==> config.mk <==
export PLATFORM = sky130hd
export DESIGN_NAME = ext_irq_cond
export DESIGN_NICKNAME = d
export VERILOG_FILES = /design/src/rtl/eic_pkg.sv /design/src/rtl/eic_sync.sv /design/src/rtl/eic_line.sv /design/src/rtl/eic_regmap.sv /design/src/rtl/ext_irq_cond.sv
export SDC_FILE = /design/constraint.sdc
export NUM_CORES = 1
export LEC_CHECK = 0
export CAP_MARGIN = 30
export CORE_MARGIN = 5
export CORE_UTILIZATION = 49
export CTS_CLUSTER_SIZE = 10
export DETAILED_ROUTE_END_ITERATION = 7
export DONT_BUFFER_PORTS = 1
export PLACE_DENSITY = 0.71
export SETUP_SLACK_MARGIN = 0.2
export SLEW_MARGIN = 10
export SYNTH_ARGS = -nofsm -noshare
export SYNTH_HDL_FRONTEND = slang
export SYNTH_SLANG_ARGS = --single-unit
==> constraint.sdc <==
create_clock -name clk_i -period 1.97 [get_ports clk_i]
set_input_delay 0.0985 -clock clk_i [delete_from_list [all_inputs] [get_ports clk_i]]
set_output_delay 0.0985 -clock clk_i [all_outputs]
set_load 0.03 [all_outputs]
==> src/rtl/eic_pkg.sv <==
package eic_pkg;
  typedef enum logic [1:0] {
    TRIG_HIGH = 2'b00,
    TRIG_LOW  = 2'b01,
    TRIG_RISE = 2'b10,
    TRIG_FALL = 2'b11
  } trig_e;

  localparam int unsigned BYTE_W   = 8;
  localparam int unsigned BIT_PEND = 0;
  localparam int unsigned BIT_CSEL = 4;
  localparam int unsigned BIT_EN   = 5;
  localparam int unsigned BIT_TRIG = 6;

  typedef struct packed {
    trig_e trig;
    logic  en;
    logic  csel;
  } line_cfg_t;

  function automatic logic trig_is_edge(trig_e t);
    return t[1];
  endfunction
endpackage

==> src/rtl/eic_sync.sv <==
module eic_sync #(
  parameter int unsigned STAGES = 2
) (
  input  logic clk_i,
  input  logic rst_ni,
  input  logic tick_i,
  input  logic pin_i,
  output logic q_o,
  output logic pre_o
);
  logic [STAGES-1:0] chain_q;

  always_ff @(posedge clk_i or negedge rst_ni) begin
    if (!rst_ni)     chain_q <= '0;
    else if (tick_i) chain_q <= {chain_q[STAGES-2:0], pin_i};
  end

  assign q_o   = chain_q[STAGES-1];
  assign pre_o = chain_q[STAGES-2];
endmodule

==> src/rtl/eic_line.sv <==
module eic_line
  import eic_pkg::*;
#(
  parameter int unsigned SYNC_STAGES = 2
) (
  input  logic              clk_i,
  input  logic              rst_ni,
  input  logic              pin_i,
  input  logic              slow_tick_i,
  input  logic              fast_tick_i,
  input  logic              wr_i,
  input  logic [BYTE_W-1:0] wbyte_i,
  output logic [BYTE_W-1:0] rbyte_o,
  output logic              req_o,
  output logic              en_o,
  output logic [1:0]        trig_o,
  output logic              pend_o,
  output logic              tick_o,
  output logic              smp_o
);
  line_cfg_t cfg_q;
  logic      pend_q;
  logic      tick, smp, smp_pre, evt, active;
  trig_e     wtrig;

  assign tick  = cfg_q.csel ? fast_tick_i : slow_tick_i;
  assign wtrig = trig_e'(wbyte_i[BIT_TRIG+1:BIT_TRIG]);

  eic_sync #(.STAGES(SYNC_STAGES)) u_sync (
    .clk_i (clk_i),
    .rst_ni(rst_ni),
    .tick_i(tick),
    .pin_i (pin_i),
    .q_o   (smp),
    .pre_o (smp_pre)
  );

  // edge seen at the tick that moves the new value into the last stage
  always_comb begin
    unique case (cfg_q.trig)
      TRIG_RISE: evt = tick &  smp_pre & ~smp;
      TRIG_FALL: evt = tick & ~smp_pre &  smp;
      default:   evt = 1'b0;
    endcase
  end

  always_ff @(posedge clk_i or negedge rst_ni) begin
    if (!rst_ni) begin
      cfg_q  <= '{trig: TRIG_HIGH, en: 1'b0, csel: 1'b0};
      pend_q <= 1'b0;
    end else begin
      if (wr_i && (wtrig != cfg_q.trig)) pend_q <= 1'b0;
      else if (evt)                      pend_q <= 1'b1;
      else if (wr_i && wbyte_i[BIT_PEND]) pend_q <= 1'b0;
      if (wr_i) begin
        cfg_q.trig <= wtrig;
        cfg_q.en   <= wbyte_i[BIT_EN];
        cfg_q.csel <= wbyte_i[BIT_CSEL];
      end
    end
  end

  always_comb begin
    unique case (cfg_q.trig)
      TRIG_HIGH: active = smp;
      TRIG_LOW:  active = ~smp;
      default:   active = pend_q;
    endcase
  end

  assign req_o   = cfg_q.en & active;
  assign rbyte_o = {cfg_q.trig, cfg_q.en, cfg_q.csel, 3'b000, active};
  assign en_o    = cfg_q.en;
  assign trig_o  = cfg_q.trig;
  assign pend_o  = pend_q;
  assign tick_o  = tick;
  assign smp_o   = smp;
endmodule

==> src/rtl/eic_regmap.sv <==
module eic_regmap
  import eic_pkg::*;
#(
  parameter int unsigned N_LINES = 3,
  parameter int unsigned ADDR_W  = 2,
  parameter int unsigned DATA_W  = 32
) (
  input  logic [ADDR_W-1:0]              addr_i,
  input  logic                           we_i,
  input  logic [DATA_W/BYTE_W-1:0]       be_i,
  input  logic [DATA_W-1:0]              wdata_i,
  input  logic                           shared_i,
  input  logic [N_LINES-1:0][BYTE_W-1:0] rbyte_i,
  output logic [N_LINES-1:0]             wr_o,
  output logic [N_LINES-1:0][BYTE_W-1:0] wbyte_o,
  output logic [DATA_W-1:0]              rdata_o
);
  for (genvar n = 0; n < N_LINES; n++) begin : g_dec
    localparam int unsigned LANE = N_LINES - 1 - n;
    logic sel_sep, sel_shr;
    assign sel_sep    = ~shared_i & (addr_i == ADDR_W'(n)) & be_i[0];
    assign sel_shr    =  shared_i & (addr_i == '0) & be_i[LANE];
    assign wr_o[n]    = we_i & (sel_sep | sel_shr);
    assign wbyte_o[n] = shared_i ? wdata_i[LANE*BYTE_W +: BYTE_W] : wdata_i[BYTE_W-1:0];
  end

  always_comb begin
    rdata_o = '0;
    for (int n = 0; n < N_LINES; n++) begin
      if (shared_i) begin
        if (addr_i == '0) rdata_o[(N_LINES-1-n)*BYTE_W +: BYTE_W] = rbyte_i[n];
      end else if (addr_i == ADDR_W'(n)) begin
        rdata_o[BYTE_W-1:0] = rbyte_i[n];
      end
    end
  end
endmodule

==> src/rtl/ext_irq_cond.sv <==
module ext_irq_cond
  import eic_pkg::*;
#(
  parameter int unsigned N_LINES     = 3,
  parameter int unsigned SYNC_STAGES = 2,
  parameter int unsigned ADDR_W      = 2,
  parameter int unsigned DATA_W      = 32,
  parameter int unsigned PARENT_W    = 16,
  parameter int unsigned PARENT_BASE = 13
) (
  input  logic                     clk_i,
  input  logic                     rst_ni,
  input  logic [N_LINES-1:0]       pin_i,
  input  logic                     slow_tick_i,
  input  logic                     fast_tick_i,
  input  logic                     shared_mode_i,
  input  logic [ADDR_W-1:0]        reg_addr_i,
  input  logic                     reg_we_i,
  input  logic [DATA_W/BYTE_W-1:0] reg_be_i,
  input  logic [DATA_W-1:0]        reg_wdata_i,
  output logic [DATA_W-1:0]        reg_rdata_o,
  output logic [PARENT_W-1:0]      parent_req_o
);
  logic [N_LINES-1:0]             line_wr, line_req, line_en, line_pend, line_tick, line_smp;
  logic [N_LINES-1:0][BYTE_W-1:0] line_wbyte, line_rbyte;
  logic [N_LINES-1:0][1:0]        line_trig;

  eic_regmap #(.N_LINES(N_LINES), .ADDR_W(ADDR_W), .DATA_W(DATA_W)) u_regmap (
    .addr_i  (reg_addr_i),
    .we_i    (reg_we_i),
    .be_i    (reg_be_i),
    .wdata_i (reg_wdata_i),
    .shared_i(shared_mode_i),
    .rbyte_i (line_rbyte),
    .wr_o    (line_wr),
    .wbyte_o (line_wbyte),
    .rdata_o (reg_rdata_o)
  );

  for (genvar n = 0; n < N_LINES; n++) begin : g_line
    eic_line #(.SYNC_STAGES(SYNC_STAGES)) u_line (
      .clk_i      (clk_i),
      .rst_ni     (rst_ni),
      .pin_i      (pin_i[n]),
      .slow_tick_i(slow_tick_i),
      .fast_tick_i(fast_tick_i),
      .wr_i       (line_wr[n]),
      .wbyte_i    (line_wbyte[n]),
      .rbyte_o    (line_rbyte[n]),
      .req_o      (line_req[n]),
      .en_o       (line_en[n]),
      .trig_o     (line_trig[n]),
      .pend_o     (line_pend[n]),
      .tick_o     (line_tick[n]),
      .smp_o      (line_smp[n])
    );
  end

  always_comb begin
    parent_req_o = '0;
    parent_req_o[PARENT_BASE +: N_LINES] = line_req;
  end
endmodule

# After elaboration in Yosys (flattened, before gate mapping)
# Index checks and enable logic that the tools add are counted.
# totals
out_inout_bits,48
wordCells,110
inputBits,47
reg_bits,21
# classes
reduce_logical,13
n_eq_ne,14
n_mux,30
bitwise,38
# ops
op,n
two-way mux 8 bit,12
bitwise AND 1 bit,28
"== test 2 bit, second input constant",7
two-way mux 1 bit,12
case mux 1 bit (2 select lines),6
nonzero test 3 bit,3
"== test 2 x 1 -> 1 bit, second input constant",4
logical NOT 2 bit,4
NOT 1 bit,7
logical AND 1 bit,6
inequality test 2 bit,3
bitwise OR 1 bit,3

# Logic depth before layout (Yosys ltp)
# depth
ltp_word,9
depth_mapped,6
ltp_nobuf,4

# Hierarchy
# Synthesis repeated with hierarchy kept, for this count alone.
# hier_totals
hier_cells,246
hier_area_um2,2192.1
# modules_own_cells
mod,cells_per_inst,area_per_inst_um2,instances,seq_area_each_um2
eic_line,31,325.3,3,125.1
eic_regmap,127,897.1,1,0.0
eic_sync,4,72.6,3,50.0
ext_irq_cond,14,101.3,1,0.0

# Worst setup path before layout
# No wires, ideal clock.
# synth_path
kind,register -> output
startpoint,"register g_line[0].u_line.cfg_q, in the netlist g_line[0].u_line.trig_o[0]"
endpoint,output port reg_rdata_o[0]
path_slack_ps,-278
arrival_time_ps,2149
path_buffers,1
required_ps,1871
path_stages_with_launch,6
path_cell_list,dfrtp_1 -> buf_2 -> xor2_1 -> mux2i_1 -> mux2_2 -> o311ai_0
# synth_between
elab_chain_cells,8
word_cells_on_any_way,10
cone_classes,eq/ne: 1; mux: 8; reduce/logical: 1
# synth_lines
item,line_no,text
from (decl),eic_line.sv:21,line_cfg_t cfg_q;
from (signal assigned),eic_line.sv:49,"cfg_q <= '{trig: TRIG_HIGH, en: 1'b0, csel: 1'b0};"
== test 2 x 1 -> 1 bit / logical NOT 2 bit (equally long branches),eic_line.sv:64,unique case (cfg_q.trig)
case mux 1 bit (2 select lines) (*),eic_line.sv:64,
two-way mux 8 bit (*),eic_regmap.sv:32,end else if (addr_i == ADDR_W'(n)) begin
two-way mux 8 bit (*),eic_regmap.sv:30,if (shared_i) begin
two-way mux 8 bit,eic_regmap.sv:32,
two-way mux 8 bit (*),eic_regmap.sv:30,
"two-way mux 8 bit, on equally long branches","eic_regmap.sv:32, eic_regmap.sv:31",
two-way mux 8 bit (*),eic_regmap.sv:30,
to (decl),ext_irq_cond.sv:21,"output logic [DATA_W-1:0] reg_rdata_o,"
# Every way passes the cells marked *; elsewhere a longest branch is shown, timed or not.

# Worst setup path after layout
# Ends and elaborated chain as after synthesis.

==> results.json <==
{
  "status": "completed",
  "period_needed_ns": 1.83,
  "first_global_vias": 1139,
  "syn_area_um2": 1690,
  "vias": 1245,
  "insertion_delay_ns": 0.30,
  "overflow": 0,
  "cts_max_level": 1,
  "seq_area_um2": 529,
  "avgSynthCellArea_um2": 8.86,
  "netlist_top_cells_count": "buf_4, dfrtp_1, a21oi_1",
  "antenna_found_initial": 0,
  "synthArstFlopShare_pct": 100,
  "power.density_nw_per_um2": 977,
  "netlist_top_cells_area": "dfrtp_1, buf_4, mux2i_1",
  "end_kind": "primary output",
  "antenna_left": 0,
  "finalHoldViolations": 0,
  "hold_class": "input pin to flop",
  "max_cap_viol_count": 0,
  "dpl_cell_area_um2": 1630,
  "viasPerCell": 4.90,
  "rsz0062_at_grt": "yes",
  "numCtsBuffers": 3,
  "pin_count": 95,
  "worstReg2RegStart": "g_line[1].u_line.trig_o[0]",
  "tns_ns": 0,
  "area_growth_pct": 8.65,
  "nFillCells": 335,
  "portBuffers": 0,
  "r2r-end": "g_line[1].u_line.pend_o",
  "required_ns": 1.87,
  "yosys.area.top_type": "dfrtp_1",
  "drc_errors": 0,
  "ys.flop_type": "dfrtp_1",
  "r2r_setup_slack_ns": 0.32,
  "layout-drive-gt1-share_pct": 19.7,
  "num-nets-final": 256,
  "arrival_ns": 1.73,
  "critical_path.max_fanout": 2,
  "clkSinkCount": 21,
  "synthMostInstantiatedCell": "buf_4",
  "cts_buffer_depth": 2,
  "reg2reg_depth": 4,
  "hp-start": "reg_wdata_i[6]",
  "die_y_um": 68.8,
  "path_class": "flop to primary output",
  "drt_iter0_markers": 49,
  "die_x_um": 68.8,
  "initial_core_util_pct": 50.7,
  "grt_pass1_wl_um": 5400,
  "start_kind": "flop",
  "grt_max_degree": 25,
  "clkSlewWorstSetupHoldPaths_ns": 0.12,
  "multiInputGateArea_um2": 983,
  "cts_tree": "done",
  "core_um2": 3340,
  "placementRows": 21,
  "synth_warnings": 0,
  "groute.usage.overall_pct": 15.7,
  "yosysSeqAreaShare_pct": 31.0,
  "synth_cells": 191,
  "finalMaxSlewViolations": 0,
  "finalCritPeriodShare_pct": 92.7,
  "final_area_um2": 1840,
  "whs_path_depth": 3,
  "max_clock_freq_mhz": 547,
  "synth_edf_count": 0,
  "dp_hpwl_um": 2830,
  "diodes": 0,
  "tightest_slew_ns": 0.710,
  "relSlewSlack_pct": 52.6,
  "synth_top_cell_area_share_pct": 31.0,
  "dieArea_um2": 4730,
  "fin_skew_ns": 0.00131,
  "leakagePower_nw": 0.814,
  "wl_um": 3680,
  "cts_root_buf": "clkbuf_4",
  "first_pass_iters": 4,
  "synth_seq_cells": 21,
  "gp_congestion": 0.749,
  "ir_worst_vdd_v": 0.000461,
  "power.total_w": 0.00180,
  "wl_per_cell_um": 14.5,
  "finalSetupViolCount": 0,
  "ys_types": 29,
  "dp_slack_ns": 0.298,
  "fin_ws_ns": 0.143,
  "hold_end": "g_line[2].u_line.pend_o"
}
metrics by stage:
stage                     util (%)  cells  hold WS (ns)
final                         55.1    254       0.00474
after global routing          55.1    254        0.0175
after CTS                     53.5    249      0.000364
after detailed placement      48.9    232        -0.196
after global placement        48.9    232        -0.196
after floorplan                  -    220        -0.197
how the worst max path moves through the flow:
stage	depth (start not counted)	slack, ns	to	from
2_1_floorplan	5	0.35	reg_rdata_o[0]	g_line[0].u_line.trig_o[0]
3_3_place_gp	4	0.32	g_line[1].u_line.pend_o	g_line[1].u_line.trig_o[0]
5_1_grt	5	0.07	reg_rdata_o[0]	g_line[2].u_line.trig_o[0]
6_report	5	0.14	reg_rdata_o[0]	g_line[0].u_line.trig_o[0]
3_5_place_dp	4	0.30	g_line[1].u_line.pend_o	g_line[1].u_line.trig_o[0]
4_1_cts	5	0.13	reg_rdata_o[0]	g_line[0].u_line.trig_o[0]
layout make-up:
cell class / count / share of cell area [%]
well taps: 46 / 3.13
flip-flops and latches: 21 / 28.8
clock buffers: 4 / 1.43
inverters: 4 / 0.816
multi-input cells: 153 / 53.5
repair buffers: 26 / 12.4
power by group:
part	internal [W]	switching, W
Sequential	0.000564	0.000131
Combinational	0.000404	0.000481
Clock	0.0000789	0.000138
Total	0.00105	0.000751
metal layers:
metal  global-route usage [%]  routed length (µm)  part of all wire [%]  vias to the layer above
li1                         -                   -                     -                      614
met1                     21.3                1570                    43                      573
met2                     24.7                1680                    46                       56
met3                     3.89                 415                    11                        2
met4                     4.38                  16                  0.43                        0
met5                        0                   0                     0                        -
timing repair:
| action | 4_1_cts | 5_1_grt |
|---|---|---|
| cloned | 0 | 0 |
| resized for setup | 3 | 5 |
| endpoints found under the hold margin | 30 | 0 |
| setup endpoints to repair | 1 | 4 |
| buffers inserted | 3 | 4 |
| hold buffers | 10 | 0 |
| pin swaps | 0 | 0 |
critical path: stages, from the launching register on:
cell and delay (ns):
dfrtp_2 0.44, xor2_1 0.19, mux2i_2 0.11, mux2_4 0.28
o311ai_2 0.20, buf_4 0.20
cells in the final DEF (no fill, tap or decap):
cell and n:
conb_1 30, a21oi_1 19, dfrtp_1 18, buf_4 15, nor2_1 14, mux2i_1 13
dlygate4sd3_1 10, nand2_1 9, and2_1 9, mux2_2 9, nor2b_1 7, xnor2_1 7
o21ai_0 6, nand3b_1 5, xor2_1 3, inv_1 3, or3b_1 3, clkbuf_4 3
dfrtp_2 3, mux2i_2 2, nand2b_1 2, nor3_2 2, a211oi_1 2, o211ai_1 2
a211o_1 2, nor3b_1 1, inv_2 1, mux2_4 1, o21ai_1 1, o311ai_2 1
and2_2 1, nor2b_2 1, a21oi_2 1, clkbuf_1 1, buf_8 1
state kept, by name (all words and copies together), names as in the netlist:
| register | count |
|---|---|
| g_line.u_line.en_o | 3 |
| g_line.u_line.rbyte_o | 3 |
| g_line.u_line.u_sync.chain_q | 6 |
| g_line.u_line.pend_o | 3 |
| g_line.u_line.trig_o | 6 |
cells by family (layout without fill, tap and decap cells):
family	count (synthesis)	in the layout	synth area share, %
AND/OR/NAND/NOR	54	54	18.1
buffers and inverters	46	34	18.4
AO/OA/AOI/OAI	34	34	11.5
multiplexers	25	25	15.5
flip-flops	21	21	31.0
XOR/XNOR	10	10	5.17
other	1	30	0.222
(Power assumes the default switching activity.)
